[config.mk]
export PLATFORM = sky130hd
export DESIGN_NAME = status_xfer_unit
export DESIGN_NICKNAME = d
export VERILOG_FILES = /design/src/rtl/srt_pkg.sv /design/src/rtl/srt_decode.sv /design/src/rtl/srt_operand.sv /design/src/rtl/srt_merge.sv /design/src/rtl/status_xfer_unit.sv
export SDC_FILE = /design/constraint.sdc
export NUM_CORES = 1
export LEC_CHECK = 0
export BUFFER_PORTS_ARGS = -buffer_cell sky130_fd_sc_hd__buf_4
export CORE_MARGIN = 2
export CORE_UTILIZATION = 44
export DETAILED_ROUTE_END_ITERATION = 8
export GPL_ROUTABILITY_DRIVEN = 0
export PLACE_DENSITY_LB_ADDON = 0.25
export SETUP_SLACK_MARGIN = 0.4
export SLEW_MARGIN = 20
export SYNTH_ARGS = -nofsm -noshare
export SYNTH_HDL_FRONTEND = slang
export SYNTH_SLANG_ARGS = --single-unit
[constraint.sdc]
create_clock -name clk -period 2.1 [get_ports clk]
set_input_delay 0.105 -clock clk [delete_from_list [all_inputs] [get_ports clk]]
set_output_delay 0.105 -clock clk [all_outputs]
set_load 0.01 [all_outputs]
[src/rtl/srt_pkg.sv]
package srt_pkg;
    localparam int unsigned P_DW    = 32;
    localparam int unsigned P_RIDX  = 4;
    localparam int unsigned P_IMM   = 8;
    localparam int unsigned P_ROT   = 4;
    localparam int unsigned P_LANES = P_DW / 8;
    localparam int unsigned P_MODE  = 5;

    typedef enum logic [1:0] {
        K_READ  = 2'b00,
        K_RSV1  = 2'b01,
        K_WRITE = 2'b10,
        K_RSV3  = 2'b11
    } kind_e;

    localparam logic [P_MODE-1:0] MODE_USER = 5'b10000;
    localparam logic [P_MODE-1:0] MODE_SYS  = 5'b11111;

    typedef struct packed {
        logic                rf_we;
        logic [P_RIDX-1:0]   rf_waddr;
        logic [P_DW-1:0]     rf_wdata;
        logic                psr_we;
        logic                psr_sel;
        logic [P_LANES-1:0]  psr_be;
        logic [P_DW-1:0]     psr_wdata;
        logic                mode_chg;
        logic                illegal;
        logic                bad_saved;
    } res_t;
endpackage

[src/rtl/srt_decode.sv]
module srt_decode
    import srt_pkg::*;
#(
    parameter int unsigned DW    = P_DW,
    parameter int unsigned RIDX  = P_RIDX,
    parameter int unsigned IMM   = P_IMM,
    parameter int unsigned ROT   = P_ROT,
    parameter int unsigned LANES = P_LANES
) (
    input  logic [DW-1:0]    instr_i,
    output kind_e            kind_o,
    output logic             use_saved_o,
    output logic             use_imm_o,
    output logic [RIDX-1:0]  rd_o,
    output logic [RIDX-1:0]  rm_o,
    output logic [LANES-1:0] mask_o,
    output logic [IMM-1:0]   imm_o,
    output logic [ROT-1:0]   rot_o
);
    localparam int unsigned BIT_IMM   = 25;
    localparam int unsigned BIT_SAVED = 22;
    localparam int unsigned KIND_LO   = 20;
    localparam int unsigned MASK_LO   = 16;
    localparam int unsigned RD_LO     = 12;
    localparam int unsigned ROT_LO    = 8;

    logic unused_bits;

    always_comb begin
        kind_o      = kind_e'(instr_i[KIND_LO +: 2]);
        use_saved_o = instr_i[BIT_SAVED];
        use_imm_o   = instr_i[BIT_IMM];
        rd_o        = instr_i[RD_LO +: RIDX];
        rm_o        = instr_i[0 +: RIDX];
        mask_o      = instr_i[MASK_LO +: LANES];
        imm_o       = instr_i[0 +: IMM];
        rot_o       = instr_i[ROT_LO +: ROT];
    end

    assign unused_bits = ^{instr_i[DW-1:BIT_IMM+1], instr_i[BIT_IMM-1:BIT_SAVED+1]};
endmodule

[src/rtl/srt_operand.sv]
module srt_operand
    import srt_pkg::*;
#(
    parameter int unsigned DW  = P_DW,
    parameter int unsigned IMM = P_IMM,
    parameter int unsigned ROT = P_ROT
) (
    input  logic           use_imm_i,
    input  logic [IMM-1:0] imm_i,
    input  logic [ROT-1:0] rot_i,
    input  logic [DW-1:0]  reg_i,
    output logic [DW-1:0]  operand_o
);
    localparam int unsigned AMT_W = ROT + 1;

    logic [AMT_W-1:0] amount;
    logic [DW-1:0]    imm_ext;
    logic [2*DW-1:0]  doubled;
    logic [2*DW-1:0]  shifted;

    always_comb begin
        amount    = {rot_i, 1'b0};
        imm_ext   = {{(DW-IMM){1'b0}}, imm_i};
        doubled   = {imm_ext, imm_ext};
        shifted   = doubled >> amount;
        operand_o = use_imm_i ? shifted[DW-1:0] : reg_i;
    end
endmodule

[src/rtl/srt_merge.sv]
module srt_merge
    import srt_pkg::*;
#(
    parameter int unsigned DW    = P_DW,
    parameter int unsigned LANES = P_LANES
) (
    input  logic [DW-1:0]    old_i,
    input  logic [DW-1:0]    new_i,
    input  logic [LANES-1:0] en_i,
    output logic [DW-1:0]    merged_o
);
    localparam int unsigned LW = DW / LANES;

    for (genvar g = 0; g < LANES; g++) begin : g_lane
        assign merged_o[g*LW +: LW] = en_i[g] ? new_i[g*LW +: LW] : old_i[g*LW +: LW];
    end
endmodule

[src/rtl/status_xfer_unit.sv]
module status_xfer_unit
    import srt_pkg::*;
#(
    parameter int unsigned DW    = P_DW,
    parameter int unsigned RIDX  = P_RIDX,
    parameter int unsigned LANES = P_LANES
) (
    input  logic             clk,
    input  logic             rst_n,
    input  logic             valid_i,
    input  logic [DW-1:0]    instr_i,
    input  logic [DW-1:0]    rm_data_i,
    input  logic [DW-1:0]    cpsr_i,
    input  logic [DW-1:0]    spsr_i,
    input  logic             priv_i,
    output logic [RIDX-1:0]  rf_raddr_o,
    output logic             rf_we_o,
    output logic [RIDX-1:0]  rf_waddr_o,
    output logic [DW-1:0]    rf_wdata_o,
    output logic             psr_we_o,
    output logic             psr_sel_o,
    output logic [LANES-1:0] psr_be_o,
    output logic [DW-1:0]    psr_wdata_o,
    output logic             mode_chg_o,
    output logic             illegal_o,
    output logic             bad_saved_o
);
    kind_e               kind;
    logic                use_saved;
    logic                use_imm;
    logic [RIDX-1:0]     rd_idx;
    logic [RIDX-1:0]     rm_idx;
    logic [LANES-1:0]    mask;
    logic [P_IMM-1:0]    imm8;
    logic [P_ROT-1:0]    rot;
    logic [DW-1:0]       operand;
    logic [DW-1:0]       target;
    logic [DW-1:0]       merged;
    logic                no_saved;
    res_t                res_d;
    res_t                res_q;

    srt_decode #(.DW(DW), .RIDX(RIDX), .IMM(P_IMM), .ROT(P_ROT), .LANES(LANES)) u_decode (
        .instr_i     (instr_i),
        .kind_o      (kind),
        .use_saved_o (use_saved),
        .use_imm_o   (use_imm),
        .rd_o        (rd_idx),
        .rm_o        (rm_idx),
        .mask_o      (mask),
        .imm_o       (imm8),
        .rot_o       (rot)
    );

    srt_operand #(.DW(DW), .IMM(P_IMM), .ROT(P_ROT)) u_operand (
        .use_imm_i (use_imm),
        .imm_i     (imm8),
        .rot_i     (rot),
        .reg_i     (rm_data_i),
        .operand_o (operand)
    );

    assign target = use_saved ? spsr_i : cpsr_i;

    srt_merge #(.DW(DW), .LANES(LANES)) u_merge (
        .old_i    (target),
        .new_i    (operand),
        .en_i     (mask),
        .merged_o (merged)
    );

    assign rf_raddr_o = rm_idx;

    always_comb begin
        no_saved = (cpsr_i[P_MODE-1:0] == MODE_USER) || (cpsr_i[P_MODE-1:0] == MODE_SYS);
        res_d    = '0;
        if (valid_i) begin
            unique case (kind)
                K_READ: begin
                    if (use_saved && no_saved) begin
                        res_d.bad_saved = 1'b1;
                    end else begin
                        res_d.rf_we    = 1'b1;
                        res_d.rf_waddr = rd_idx;
                        res_d.rf_wdata = target;
                    end
                end
                K_WRITE: begin
                    if (use_saved && no_saved) begin
                        res_d.bad_saved = 1'b1;
                    end else if (priv_i) begin
                        res_d.psr_we    = 1'b1;
                        res_d.psr_sel   = use_saved;
                        res_d.psr_be    = mask;
                        res_d.psr_wdata = merged;
                        res_d.mode_chg  = !use_saved &&
                                          (merged[P_MODE-1:0] != cpsr_i[P_MODE-1:0]);
                    end
                end
                default: res_d.illegal = 1'b1;
            endcase
        end
    end

    always_ff @(posedge clk) begin
        if (!rst_n) res_q <= '0;
        else        res_q <= res_d;
    end

    assign rf_we_o     = res_q.rf_we;
    assign rf_waddr_o  = res_q.rf_waddr;
    assign rf_wdata_o  = res_q.rf_wdata;
    assign psr_we_o    = res_q.psr_we;
    assign psr_sel_o   = res_q.psr_sel;
    assign psr_be_o    = res_q.psr_be;
    assign psr_wdata_o = res_q.psr_wdata;
    assign mode_chg_o  = res_q.mode_chg;
    assign illegal_o   = res_q.illegal;
    assign bad_saved_o = res_q.bad_saved;
endmodule

After elaboration in Yosys (flattened, before gate mapping). Cells that the tools add are included.

Bits in registers: 78. Input port bits: 132. Output and inout port bits: 82. Logic and storage cells: 42.

Equal/unequal tests: 4. Shift operators: 1. Multiplexer cells: 10. Bitwise gates (word level): 5. Reductions and logical operators: 12.

Operators with widths (count): 2-to-1 mux 32 bit (2); right shift 40 x 5 -> 32 bit (1); 2-to-1 mux 39 bit (1); 2-to-1 mux 37 bit (1); 2-to-1 mux 8 bit (4); equality test 5 bit, second input constant (2); OR reduction 4 bit (2); AND reduction 3 bit (2); != test 5 bit (1); inverter 1 bit (5); OR reduction 5 bit (1); equality test 2 bit, second input constant (1); logical AND 1 bit (2); zero test 2 bit (1); 2-to-1 mux 1 bit (2); AND reduction 2 bit (1); OR reduction 2 bit (1); zero test 1 bit (1); logical OR 1 bit (1).

Logic depth before layout (Yosys ltp).
Word-level depth: 6. Gate-level depth with buffers: 8. Depth with buffers taken out: 7.

Cells and area by module. Synthesis repeated with hierarchy kept, for this count alone.

Cell total of the unflattened synthesis: 511. Area total of the unflattened synthesis: 4683.2 µm².

By module, submodules not included: status_xfer_unit (instances 1, cells an instance 297, area an instance 2930.3 µm²); srt_operand (instances 1, cells an instance 150, area an instance 1017.2 µm²); srt_merge (instances 1, cells an instance 36, area an instance 525.5 µm²); srt_decode (instances 1, cells an instance 28, area an instance 210.2 µm²).

Worst setup path before layout. No wires, ideal clock.

Path kind: input -> register. Start: in instr_i[9]. End: reg res_q (netlist bit mode_chg_o). Library setup time: 137 ps. Arrival time: 1533 ps. Data required time: 1963 ps. Slack: 431 ps. Stages: 7. Path through: buf_6 > or4b_1 > a21oi_1 > o31a_2 > xor2_1 > a2111oi_0 > a311oi_1.

Longest elaborated chain between the ends: 5.

RTL lines: start: declaration (line status_xfer_unit.sv:11) `input logic [DW-1:0] instr_i,`; right shift 40 x 5 -> 32 bit (line srt_operand.sv:25) `shifted = doubled >> amount;`; 2-to-1 mux 32 bit (line srt_operand.sv:26) `operand_o = use_imm_i ? shifted[DW-1:0] : reg_i;`; 2-to-1 mux 8 bit (line srt_merge.sv:15) `assign merged_o[g*LW +: LW] = en_i[g] ? new_i[g*LW +: LW] : old_i[g*LW +: LW];`; != test 5 bit (line status_xfer_unit.sv:97) `(merged[P_MODE-1:0] != cpsr_i[P_MODE-1:0]);`; logical AND 1 bit (line status_xfer_unit.sv:96) `res_d.mode_chg = !use_saved &&`; end signal: assignment (line status_xfer_unit.sv:107) `else res_q <= res_d;`; end: declaration (line status_xfer_unit.sv:41) `res_t res_q;`.

Every way passes these cells. A chain may end at the register's enable or synchronous reset.

Worst setup path in the final report.
Start: in valid_i. End: reg res_q (netlist bit rf_wdata_o[16]).

Longest elaborated chain between the ends: 2.

RTL lines: start: declaration (line status_xfer_unit.sv:10) `input logic valid_i,`; inverter 1 bit (no line); OR reduction 4 bit (no line).

Every way passes these cells.

==> flow_metrics.py <==
metrics = {
    "sta": {
        "tns_ns": 0,
        "worst_pin_slew_ns": 0.471,
        "setup_slack_ns": 0.551,
        "hold_viol_final": 0,
        "final_max_slew_viol_count": 0,
        "timing.final.crit_share_pct": 73.7,
        "rsz0062_at_grt": "no",
        "setup_viol": 0,
        "relSlewSlack_pct": 68.2,
        "fmax_mhz": 646,
        "fin_crit_ns": 1.55,
    },
    "job": {
        "max_cap_violations": 0,
    },
    "yosys": {
        "synth-simple-area-share_pct": 17.3,
        "synth_compound_area_share_pct": 17.5,
        "synth_edf_count": 0,
        "avgSynthCellArea_um2": 9.13,
        "synth_top_family_by_area": "compound AO/OA/AOI/OAI gates",
        "yosysTopAreaCell": "dfxtp_1",
        "synth_cells": 395,
        "synth.most_common_cell": "dfxtp_1",
        "synth_warnings": 0,
        "synth_mux_area_share_pct": 13.9,
        "yosys_most_used_dff": "dfxtp_1",
        "synth.top_cell.area_share_pct": 43.3,
        "async_flop_share_pct": 0,
        "synth_xor_area_share_pct": 1.46,
        "synth.area.top_cells": "dfxtp_1, mux2i_1, mux2_2",
        "ys_seq_area_share_pct": 43.3,
        "netlist_area_mm2": 0.00361,
        "netlist_top_cells_count": "dfxtp_1, nor2_1, mux2i_1, and2_1, o21ai_0",
        "syn-num-nets": 527,
        "synthAdderAreaFrac_pct": 0,
        "synth.distinct_cells": 45,
        "ys_ff_latch": 78,
    },
    "layout": {
        "fillers": 662,
        "utilization_pct": 67.7,
        "fin_nets": 727,
        "area_growth_pct": 51.9,
        "regArea_mm2": 0.00156,
        "antennaDiodeCount": 0,
        "drive_above_1_share_pct": 43.5,
        "multi_input_area_mm2": 0.00181,
    },
    "power": {
        "p_int_mw": 2.42,
        "p_comb_share_pct": 18.8,
        "vdd_ir_drop_max_mv": 0.436,
        "power_frac_seq_pct": 45.4,
        "switchingPower_uw": 895,
        "sw_frac_of_total_pct": 27.0,
        "powerDensity_mw_per_mm2": 605,
        "p_clk_share_pct": 35.9,
        "power.total_mw": 3.32,
        "p_leak_nw": 2.55,
    },
    "setup_path": {
        "endpoint": "rf_wdata_o[16]$_SDFF_PP0_",
        "end_kind": "flop",
        "worst_setup_path_start_kind": "input pin",
        "critical_path_arrival_ns": 1.79,
        "worstSetupStartpoint": "valid_i",
        "path_max_fanout": 11,
        "crit_type": "input pin to flop",
        "required_ns": 2.35,
    },
    "detailed_routing": {
        "routed_wl_um": 11700,
        "vias_per_cell": 5.10,
        "first_pass_iters": 4,
        "wire_per_inst_um": 16.7,
        "dr.first_iter.drc_count": 122,
        "via_count": 3599,
        "drc_errors": 0,
        "ant_nets": 0,
    },
    "floorplanning": {
        "rows": 33,
        "die_h_um": 94.5,
        "die_w_um": 94.5,
        "core_mm2": 0.00809,
        "ioPinCount": 214,
        "start_util_pct": 44.6,
        "dieArea_mm2": 0.00894,
    },
    "clock_tree": {
        "htreeDepth": 3,
        "cts_tree": "yes",
        "path_clk_slew_ns": 0.09,
        "clock-sinks": 78,
        "numCtsBuffers": 9,
        "cts-root-buf": "clkbuf_8",
        "clockBufferDepth": 2,
    },
    "placed_design": {
        "place_hpwl_um": 9080,
        "pre_cts_slack_ns": 0.211,
        "port_buffers": 205,
    },
    "global_routing": {
        "grt_max_degree": 39,
        "grt_usage_pct": 25.9,
        "antenna_found_initial": 0,
        "grt_pass1_wl_um": 17700,
        "grt_pass1_vias": 3579,
        "grt-ovfl-total": 0,
    },
    "status": {
        "status": "complete, no violations",
    },
    "hold_path": {
        "hold_class": "input pin to flop",
    },
}
==> cell usage in the layout, fill, tap and decap left out, types with 13 or more instances in the layout <==
master    count
buf_4       214
dfxtp_1      78
nor2_1       43
mux2i_1      31
and2_1       22
o21ai_0      22
nand2_1      17
o221ai_1     16
mux2_2       15
inv_1        14
a21oi_1      13
==> how the worst min path moves through the flow <==
stage	cells after the start	end	startpoint	slack, ns
floorplan	1	bad_saved_o$_SDFF_PN0_	instr_i[20]	0.18
global placement	2	bad_saved_o$_SDFF_PN0_	instr_i[20]	0.29
detailed placement	2	bad_saved_o$_SDFF_PN0_	instr_i[20]	0.30
CTS	3	rf_wdata_o[22]$_SDFF_PP0_	cpsr_i[22]	0.002
global route	3	rf_wdata_o[22]$_SDFF_PP0_	cpsr_i[22]	0.01
finish	3	rf_wdata_o[31]$_SDFF_PP0_	cpsr_i[31]	0.01
==> power groups by stage <==
stage / Sequential (mW) / Clock [mW] / Combinational, mW
3_5_place_dp: 1.54 / 0 / 0.602
4_1_cts: 1.51 / 1.20 / 0.620
5_1_grt: 1.51 / 1.26 / 0.679
6_report: 1.51 / 1.19 / 0.622
3_3_place_gp: 1.54 / 0 / 0.590
2_1_floorplan: 1.55 / 0 / 0.297
==> sequential cells by signal (all words and copies together) (netlist names) <==
| signal | cells |
|---|---|
| psr_we_o | 1 |
| rf_wdata_o | 32 |
| mode_chg_o | 1 |
| psr_sel_o | 1 |
| rf_we_o | 1 |
| rf_waddr_o | 4 |
| illegal_o | 1 |
| bad_saved_o | 1 |
| psr_wdata_o | 32 |
| psr_be_o | 4 |
==> per-stage QoR <==
stage	hold WS, ns	cell area [um^2]	cells
after floorplan	0.183	3610	395
after global placement	0.295	5150	677
after detailed placement	0.296	5150	677
after CTS	0.00190	5460	703
after global routing	0.00973	5480	705
final	0.0143	5480	705
==> repair_timing <==
item | in CTS | in global routing
hold buffers | 10 | 0
buffers inserted | 0 | 2
resized for setup | 0 | 2
endpoints found under the hold margin | 10 | 0
endpoints found under the setup margin | 0 | 4
==> metal layers <==
| layer | vias to the layer above | global-route usage [%] | share of wire (%) |
|---|---|---|---|
| met5 | - | 0 | 0 |
| met4 | 0 | 7.85 | 1.4 |
| li1 | 1780 | - | - |
| met3 | 13 | 7.26 | 9.1 |
| met1 | 1644 | 29.8 | 39 |
| met2 | 162 | 46.5 | 51 |
==> critical path: stages <==
cell           delay, ns
dlygate4sd3_1       0.53
buf_4               0.13
nand2_1             0.06
nor2_1              0.05
nand2_1             0.05
or2_0               0.34
clkinvlp_4          0.17
buf_4               0.20
and2_1              0.14
==> kinds of logic after synthesis <==
group	count (synthesis)
multiplexers	47
AND/OR/NAND/NOR	124
flip-flops	78
XOR/XNOR	6
buffers and inverters	51
AO/OA/AOI/OAI	89
==> area by class of cell <==
class | instances | area share (%)
Clock buffer | 10 | 2.51
Clock inverter | 6 | 1.23
Inverter | 16 | 1.16
Multi-Input combinational cell | 266 | 33.0
Sequential cell | 78 | 28.5
Tap cell | 105 | 2.40
Timing Repair Buffer | 224 | 31.1
(Power assumes the default switching activity.)
